### src/rtl/tree_ser_pkg.sv
package tree_ser_pkg;

  // Reverse the low nbits bits of v.
  function automatic int unsigned bit_rev(input int unsigned v, input int unsigned nbits);
    int unsigned r;
    r = 0;
    for (int unsigned b = 0; b < nbits; b++) begin
      r = (r << 1) | ((v >> b) & 1);
    end
    return r;
  endfunction

endpackage

### src/rtl/tree_ser_div.sv
module tree_ser_div #(
  parameter int unsigned STAGES = 4
) (
  input  logic              clk_i,
  input  logic              rst_ni,
  output logic              load_o,
  output logic [STAGES-1:0] en_o,
  output logic [STAGES-1:0] sel_o
);

  // Binary count == cascade of divide-by-two toggles; bit j runs at 1/2^(j+1) rate.
  logic [STAGES-1:0] cnt_q;

  always_ff @(posedge clk_i or negedge rst_ni) begin
    if (!rst_ni) cnt_q <= '0;
    else         cnt_q <= cnt_q + 1'b1;
  end

  assign load_o = (cnt_q == '0);

  // Layer j (output width 2^j) lags the capture register by STAGES-j bit times.
  for (genvar j = 0; j < STAGES; j++) begin : g_phase
    localparam logic [STAGES-1:0] DLY  = STAGES'(STAGES - j);
    localparam logic [STAGES-1:0] MASK = STAGES'((1 << j) - 1);
    logic [STAGES-1:0] rel;
    assign rel      = cnt_q - DLY;
    assign en_o[j]  = ((rel & MASK) == '0);
    assign sel_o[j] = rel[j];
  end


  load_no_repeat_chk: assert property (@(posedge clk_i) disable iff (!rst_ni)
    load_o |=> !load_o);

endmodule

### src/rtl/tree_ser_capture.sv
module tree_ser_capture
  import tree_ser_pkg::*;
#(
  parameter int unsigned WORD_W = 16,
  parameter int unsigned STAGES = 4
) (
  input  logic              clk_i,
  input  logic              rst_ni,
  input  logic              load_i,
  input  logic [WORD_W-1:0] word_i,
  output logic [WORD_W-1:0] tree_o
);

  // Serial slot p leaves from tree leaf bit_rev(p); slot 0 carries the MSB.
  logic [WORD_W-1:0] perm;

  for (genvar p = 0; p < WORD_W; p++) begin : g_perm
    localparam int unsigned LEAF = bit_rev(p, STAGES);
    assign perm[LEAF] = word_i[WORD_W-1-p];
  end

  always_ff @(posedge clk_i or negedge rst_ni) begin
    if (!rst_ni)     tree_o <= '0;
    else if (load_i) tree_o <= perm;
  end


  word_hold_chk: assert property (@(posedge clk_i) disable iff (!rst_ni)
    !load_i |=> $stable(tree_o));

endmodule

### src/rtl/tree_ser_stage.sv
module tree_ser_stage #(
  parameter int unsigned OUT_W = 8
) (
  input  logic               clk_i,
  input  logic               rst_ni,
  input  logic               en_i,
  input  logic               sel_i,
  input  logic [2*OUT_W-1:0] d_i,
  output logic [OUT_W-1:0]   q_o
);

  logic [OUT_W-1:0] mux;

  // Even input in the first half-period, odd input in the second.
  for (genvar i = 0; i < OUT_W; i++) begin : g_mux
    assign mux[i] = sel_i ? d_i[2*i+1] : d_i[2*i];
  end

  always_ff @(posedge clk_i or negedge rst_ni) begin
    if (!rst_ni)   q_o <= '0;
    else if (en_i) q_o <= mux;
  end


  stage_hold_chk: assert property (@(posedge clk_i) disable iff (!rst_ni)
    !en_i |=> $stable(q_o));

endmodule

### src/rtl/tree_serializer.sv
module tree_serializer #(
  parameter int unsigned WORD_W = 16
) (
  input  logic              clk_i,
  input  logic              rst_ni,
  input  logic [WORD_W-1:0] word_i,
  output logic              load_o,
  output logic              ser_o
);

  localparam int unsigned STAGES    = $clog2(WORD_W);
  // Packed triangle: level j (width 2^j) sits at bits [2^(j+1)-2 : 2^j-1].
  localparam int unsigned TREE_BITS = 2 * WORD_W - 1;

  logic [STAGES-1:0]    en;
  logic [STAGES-1:0]    sel;
  logic [TREE_BITS-1:0] tree;

  tree_ser_div #(
    .STAGES (STAGES)
  ) u_div (
    .clk_i  (clk_i),
    .rst_ni (rst_ni),
    .load_o (load_o),
    .en_o   (en),
    .sel_o  (sel)
  );

  tree_ser_capture #(
    .WORD_W (WORD_W),
    .STAGES (STAGES)
  ) u_cap (
    .clk_i  (clk_i),
    .rst_ni (rst_ni),
    .load_i (load_o),
    .word_i (word_i),
    .tree_o (tree[TREE_BITS-1:WORD_W-1])
  );

  for (genvar j = 0; j < STAGES; j++) begin : g_layer
    localparam int unsigned OUT_W = 1 << j;
    tree_ser_stage #(
      .OUT_W (OUT_W)
    ) u_stage (
      .clk_i  (clk_i),
      .rst_ni (rst_ni),
      .en_i   (en[j]),
      .sel_i  (sel[j]),
      .d_i    (tree[4*OUT_W-2:2*OUT_W-1]),
      .q_o    (tree[2*OUT_W-2:OUT_W-1])
    );
  end

  assign ser_o = tree[0];


  load_to_first_layer_chk: assert property (@(posedge clk_i) disable iff (!rst_ni)
    load_o |=> en[STAGES-1]);

endmodule

### config.mk
export PLATFORM = sky130hd
export DESIGN_NAME = tree_serializer
export DESIGN_NICKNAME = d
export VERILOG_FILES = /design/src/rtl/tree_ser_pkg.sv /design/src/rtl/tree_ser_div.sv /design/src/rtl/tree_ser_capture.sv /design/src/rtl/tree_ser_stage.sv /design/src/rtl/tree_serializer.sv
export SDC_FILE = /design/constraint.sdc
export NUM_CORES = 1
export LEC_CHECK = 0
export BUFFER_PORTS_ARGS = -buffer_cell sky130_fd_sc_hd__buf_2
export CAP_MARGIN = 20
export CORE_AREA = 4 4 46 88
export DETAILED_ROUTE_END_ITERATION = 16
export DIE_AREA = 0 0 50 92
export PLACE_DENSITY = 0.77
export SLEW_MARGIN = 20
export SYNTH_ARGS = -nofsm -noshare
export SYNTH_HDL_FRONTEND = slang
export SYNTH_SLANG_ARGS = --single-unit
export TNS_END_PERCENT = 10
### constraint.sdc
create_clock -name clk_i -period 2.1 [get_ports clk_i]
set_clock_uncertainty 0.1 [all_clocks]
set_input_delay 0.105 -clock clk_i [delete_from_list [all_inputs] [get_ports clk_i]]
set_output_delay 0.105 -clock clk_i [all_outputs]
set_load 0.02 [all_outputs]
==> Word-level counts from Yosys, hierarchy flattened <==
Cells that the tools add are included.
{ "op_classes": {"muxes": 15, "addsub": 5, "reduce_logical": 4} }
{ "op_table": {"columns": ["cell", "count"], "rows": [
  ["zero test 4 bit", 4],
  ["2-to-1 mux 1 bit", 15],
  ["adder 4 x 1 -> 4 bit, second input constant", 1],
  ["subtractor 4 x 1 -> 4 bit, second input constant", 1],
  ["subtractor 3 x 2 -> 3 bit, second input constant", 1],
  ["subtractor 2 bit, second input constant", 1],
  ["subtractor 1 bit, second input constant", 1]
]} }
{ "totals": {"in_bits": 18, "regBits": 35, "word_cells": 30} }

==> Logic depth before layout (Yosys ltp) <==
{ "logic_depth": {"depth_word": 2, "mapped_depth": 7, "depth_no_buf": 5} }

==> Modules after synthesis <==
From an unflattened synthesis, not the netlist that was laid out.
{ "unflattened": {"cells_unflattened": 127, "hier_area_um2": 1645.3} }
{ "modules_own_cells": {"columns": ["module", "n_inst", "area_each_um2", "seq_area_each_um2", "cells_per_inst"], "rows": [
  ["tree_ser_capture", 1, 649.4, 400.4, 34],
  ["tree_ser_stage (g_layer[3].u_stage)", 1, 384.1, 200.2, 35],
  ["tree_ser_div", 1, 296.5, 100.1, 28],
  ["tree_ser_stage (g_layer[2].u_stage)", 1, 183.9, 100.1, 18],
  ["tree_ser_stage (g_layer[1].u_stage)", 1, 87.6, 50.0, 8],
  ["tree_ser_stage (g_layer[0].u_stage)", 1, 43.8, 25.0, 4]
]} }

==> Worst setup path after synthesis <==
OpenSTA, ideal clock, no wires.
{ "synth_timing": {"kind": "reg-to-reg", "start": "reg u_div.cnt_q[0]", "end": "reg u_cap.tree_o[10]", "path_slack_ns": 0.150, "n_path_buf": 2, "period_less_slack_ns": 1.950, "stages_incl_launch_ff": 7, "t_arrival_ns": 1.725, "setup_ns": 0.125, "path_cell_list": "dfrtp_1 -> buf_2 -> inv_1 -> ha_1 -> nor3b_4 -> buf_12 -> mux2_4"} }
{ "synth_between": {"elab_chain_len": 1} }
{ "synth_rtl": {"columns": ["element", "line", "text"], "rows": [
  ["start: declaration", "tree_ser_div.sv:12", "logic [STAGES-1:0] cnt_q;"],
  ["start signal: assignment", "tree_ser_div.sv:16", "else cnt_q <= cnt_q + 1'b1;"],
  ["zero test 4 bit", "tree_ser_div.sv:19", "assign load_o = (cnt_q == '0);"],
  ["net load_o", "tree_serializer.sv:7", "output logic load_o,"],
  ["end signal: assignment", "tree_ser_capture.sv:24", "else if (load_i) tree_o <= perm;"],
  ["end: declaration", "tree_ser_capture.sv:11", "output logic [WORD_W-1:0] tree_o"]
]} }
The timed path passes the listed nets, and every way through them passes these cells.
A chain may end at the register's enable or synchronous reset.

==> Worst setup path after layout <==
{ "layout_timing": {"start": "reg u_div.cnt_q[1]", "end": "out load_o"} }
{ "layout_between": {"elab_chain_len": 1} }
{ "layout_rtl": {"columns": ["element", "line"], "rows": [
  ["zero test 4 bit", "tree_ser_div.sv:19"],
  ["end: declaration", "tree_serializer.sv:7"]
]} }
No other way between the ends.

==> results.sh <==
export IMPL_grt_max_degree=36
export IMPL_postRouteAntennaNets=0
export IMPL_synth_nets=179
export IMPL_grt_first_pass_wirelength_um=5970
export IMPL_grt_usage=0.173
export IMPL_relSlewSlack=0.492
export IMPL_critPathMaxStageDelay_ps=430
export IMPL_post_place_ws_ps=234
export IMPL_antenna_cells=0
export IMPL_post_cts_buffers=0
export IMPL_rrSetupSlack_ps=210
export IMPL_cts_made_buffers=5
export IMPL_clock_sinks=35
export IMPL_synth_top_area_frac=0.464
export IMPL_critPathKind="reg -> out"
export IMPL_fmax_mhz=513
export IMPL_netlist_instances=154
export IMPL_cp_data_arrival_time_ps=1750
export IMPL_place_area_um2=2020
export IMPL_port_buffers=19
export IMPL_min_period_ps=1950
export IMPL_cts_root_buffer="clkbuf_8"
export IMPL_timing_hold_violations_final=0
export IMPL_timing_setup_tns_ps=0
export IMPL_dr_total_vias=1291
export IMPL_yosys_top_cells_area="dfrtp_1 (46%), mux2_4 (7.2%), a41oi_2 (6.0%), mux2_2 (4.8%), ha_1 (4.6%)"
export IMPL_post_dp_hpwl_um=2480
export IMPL_die_area_um2=4600
export IMPL_grt_pass1_vias=1328
export IMPL_rows=30
export IMPL_final_area_um2=2280
export IMPL_cts_repair_resized=0
export IMPL_avgRoutedWirePerCell_um=14.8
export IMPL_worst_pin_slew_ps=763
export IMPL_globalplace_congestion=0.812
export IMPL_die_w_um=50
export IMPL_yosysUniqueCellTypes=26
export IMPL_yosys_warnings=0
export IMPL_initial_core_util=0.553
export IMPL_synthesis_area_um2=1890
export IMPL_setup_slack_ps=150
export IMPL_routed_via_density=5.38
export IMPL_syn_to_final_growth_pct=20.5
export IMPL_slew_violations=0
export IMPL_p_leak_uw=0.000999
export IMPL_routed_wl_um=3560
export IMPL_period_share=0.929
export IMPL_setup_viol=0
export IMPL_p_per_area_nw_per_um2=570
export IMPL_grt_overflow_total=0
export IMPL_clkTransAtPathRegs_ps=70
export IMPL_critical_path_max_fanout=17
export IMPL_clock_latency_ps=290
export IMPL_worstSetupStartpointType="flip-flop"
export IMPL_drive_gt1_frac=0.318
export IMPL_p_total_uw=1300
export IMPL_rsz0062_at_grt="false"
export IMPL_rr_startpoint="u_div.cnt_q[2]$_DFF_PN0_"
export IMPL_required_ps=1890
export IMPL_crit_path_start="u_div.cnt_q[1]$_DFF_PN0_"
export IMPL_run_status="finished, final reports clean"
export IMPL_hp_class="in -> async"
export IMPL_cp_cell_sequence="inv_1, ha_1, nor3b_4, buf_12, buf_2"
export IMPL_h_tree_depth=2
export IMPL_die_h_um=92
export IMPL_clockBufferDepth=2
export IMPL_reg2regPathDepth=6
export IMPL_drc=0
export IMPL_drt_iter0_markers=14
export IMPL_ios=20
export IMPL_cap_violations=0
export IMPL_vdd_ir_drop_max_v=0.000599
export IMPL_firstDrtPassIters=4
export IMPL_synth_seq_cells=35
export IMPL_synth_area_leader_cell="dfrtp_1"
export IMPL_tritoncts="done"
export IMPL_syn_mean_instance_area_um2=12.3
export IMPL_r2r_end="g_layer[3].u_stage.q_o[3]$_DFFE_PN0N_"
export IMPL_seq_area_frac_synth=0.464
export IMPL_crit_slowest_cell="dfrtp_1"
export IMPL_antenna_found_initial=0
export IMPL_core_area_um2=3420
export IMPL_worstSetupEndpoint="load_o"
export IMPL_worst_hold_slack_ps=338
export IMPL_cp_end_kind="output pin"
export IMPL_final_nets=216
[synth_stat cells (all sizes together)]
library cell and number:
nor3b 1, nand3 8, dfrtp 35, inv 3, nand2b 8, nor2 6
ha 7, mux2 17, and2 1, nand3b 8, a21boi 1, nand2 9
xor2 1, xnor2 2, mux2i 6, a21o 8, clkbuf 2, a41oi 8
a21oi 14, buf 9
[state kept, by name, indices dropped and copies added, names as in the netlist]
register / flops
u_cap.tree_o: 16
u_div.cnt_q: 4
g_layer.u_stage.q_o: 15
[worst max-delay path, delay by kind of cell (launching register included)]
family	cells	cell delay, ps
buffers and inverters	3	540
flip-flops	1	430
adder cells (fa/ha/maj)	1	240
AND/OR/NAND/NOR	1	240
[worst min path at each step]
| stage | from | endpoint | slack [ps] | depth (start not counted) |
|---|---|---|---|---|
| finish | rst_ni | u_cap.tree_o[1]$_DFFE_PN0P_ | 340 | 2 |
| global route | rst_ni | u_cap.tree_o[1]$_DFFE_PN0P_ | 400 | 2 |
| CTS | rst_ni | u_cap.tree_o[1]$_DFFE_PN0P_ | 370 | 2 |
| detailed placement | rst_ni | u_cap.tree_o[1]$_DFFE_PN0P_ | 130 | 1 |
| global placement | rst_ni | u_cap.tree_o[0]$_DFFE_PN0P_ | 110 | 1 |
| floorplan | rst_ni | g_layer[0].u_stage.q_o$_DFF_PN0_ | -290 | 0 |
[report_power, final]
part	internal, µW	switching, µW	leakage [µW]	total [µW]
Combinational	67.6	40.2	0.000539	108
Sequential	705	20.9	0.000413	725
Clock	227	237	0.0000477	464
[area by class of cell]
cell class / instances / area [µm²]
Clock inverter: 3 / 15.0
Sequential cell: 35 / 876
Timing Repair Buffer: 41 / 315
Inverter: 3 / 11.3
Fill cell: 251 / 1140
Multi-Input combinational cell: 105 / 931
Tap cell: 48 / 60.1
Clock buffer: 5 / 68.8
[cell usage in the layout, fill, tap and decap left out]
cell type	count
nand2_1	9
nand2b_1	8
xnor2_2	1
nand3b_1	8
clkinv_2	3
mux2_4	9
clkbuf_8	5
buf_4	4
and2_4	1
inv_1	3
mux2i_1	6
a21o_1	8
buf_12	1
xnor2_1	1
a41oi_2	7
buf_2	19
a41oi_4	1
dfrtp_1	35
nand3_1	8
a21oi_1	14
mux2_2	8
nor3b_4	1
nor2_1	6
xor2_1	1
dlygate4sd3_1	17
ha_1	7
a21boi_4	1
[metal layers]
layer,track usage,vias up,share of wire
met1,0.184,639,0.36
li1,-,612,-
met4,0.0993,0,0.030
met3,0.0341,11,0.031
met2,0.306,29,0.58
met5,0,-,0
[through the flow]
| stage | utilization | std cells |
|---|---|---|
| 4_1_cts | 0.667 | 240 |
| 3_3_place_gp | 0.592 | 215 |
| 3_5_place_dp | 0.592 | 215 |
| 2_1_floorplan | - | 154 |
| 5_1_grt | 0.667 | 240 |
| 6_report | 0.667 | 240 |
[cell families after synthesis]
group	share of synthesized area
flip-flops	0.464
AND/OR/NAND/NOR	0.124
multiplexers	0.151
AO/OA/AOI/OAI	0.154
XOR/XNOR	0.0179
adder cells (fa/ha/maj)	0.0464
buffers and inverters	0.0437
[timing repair]
item,in CTS,in global routing
hold buffers,17,0
endpoints found under the hold margin,51,0
setup endpoints to repair,0,0
(Power assumes the default switching activity.)
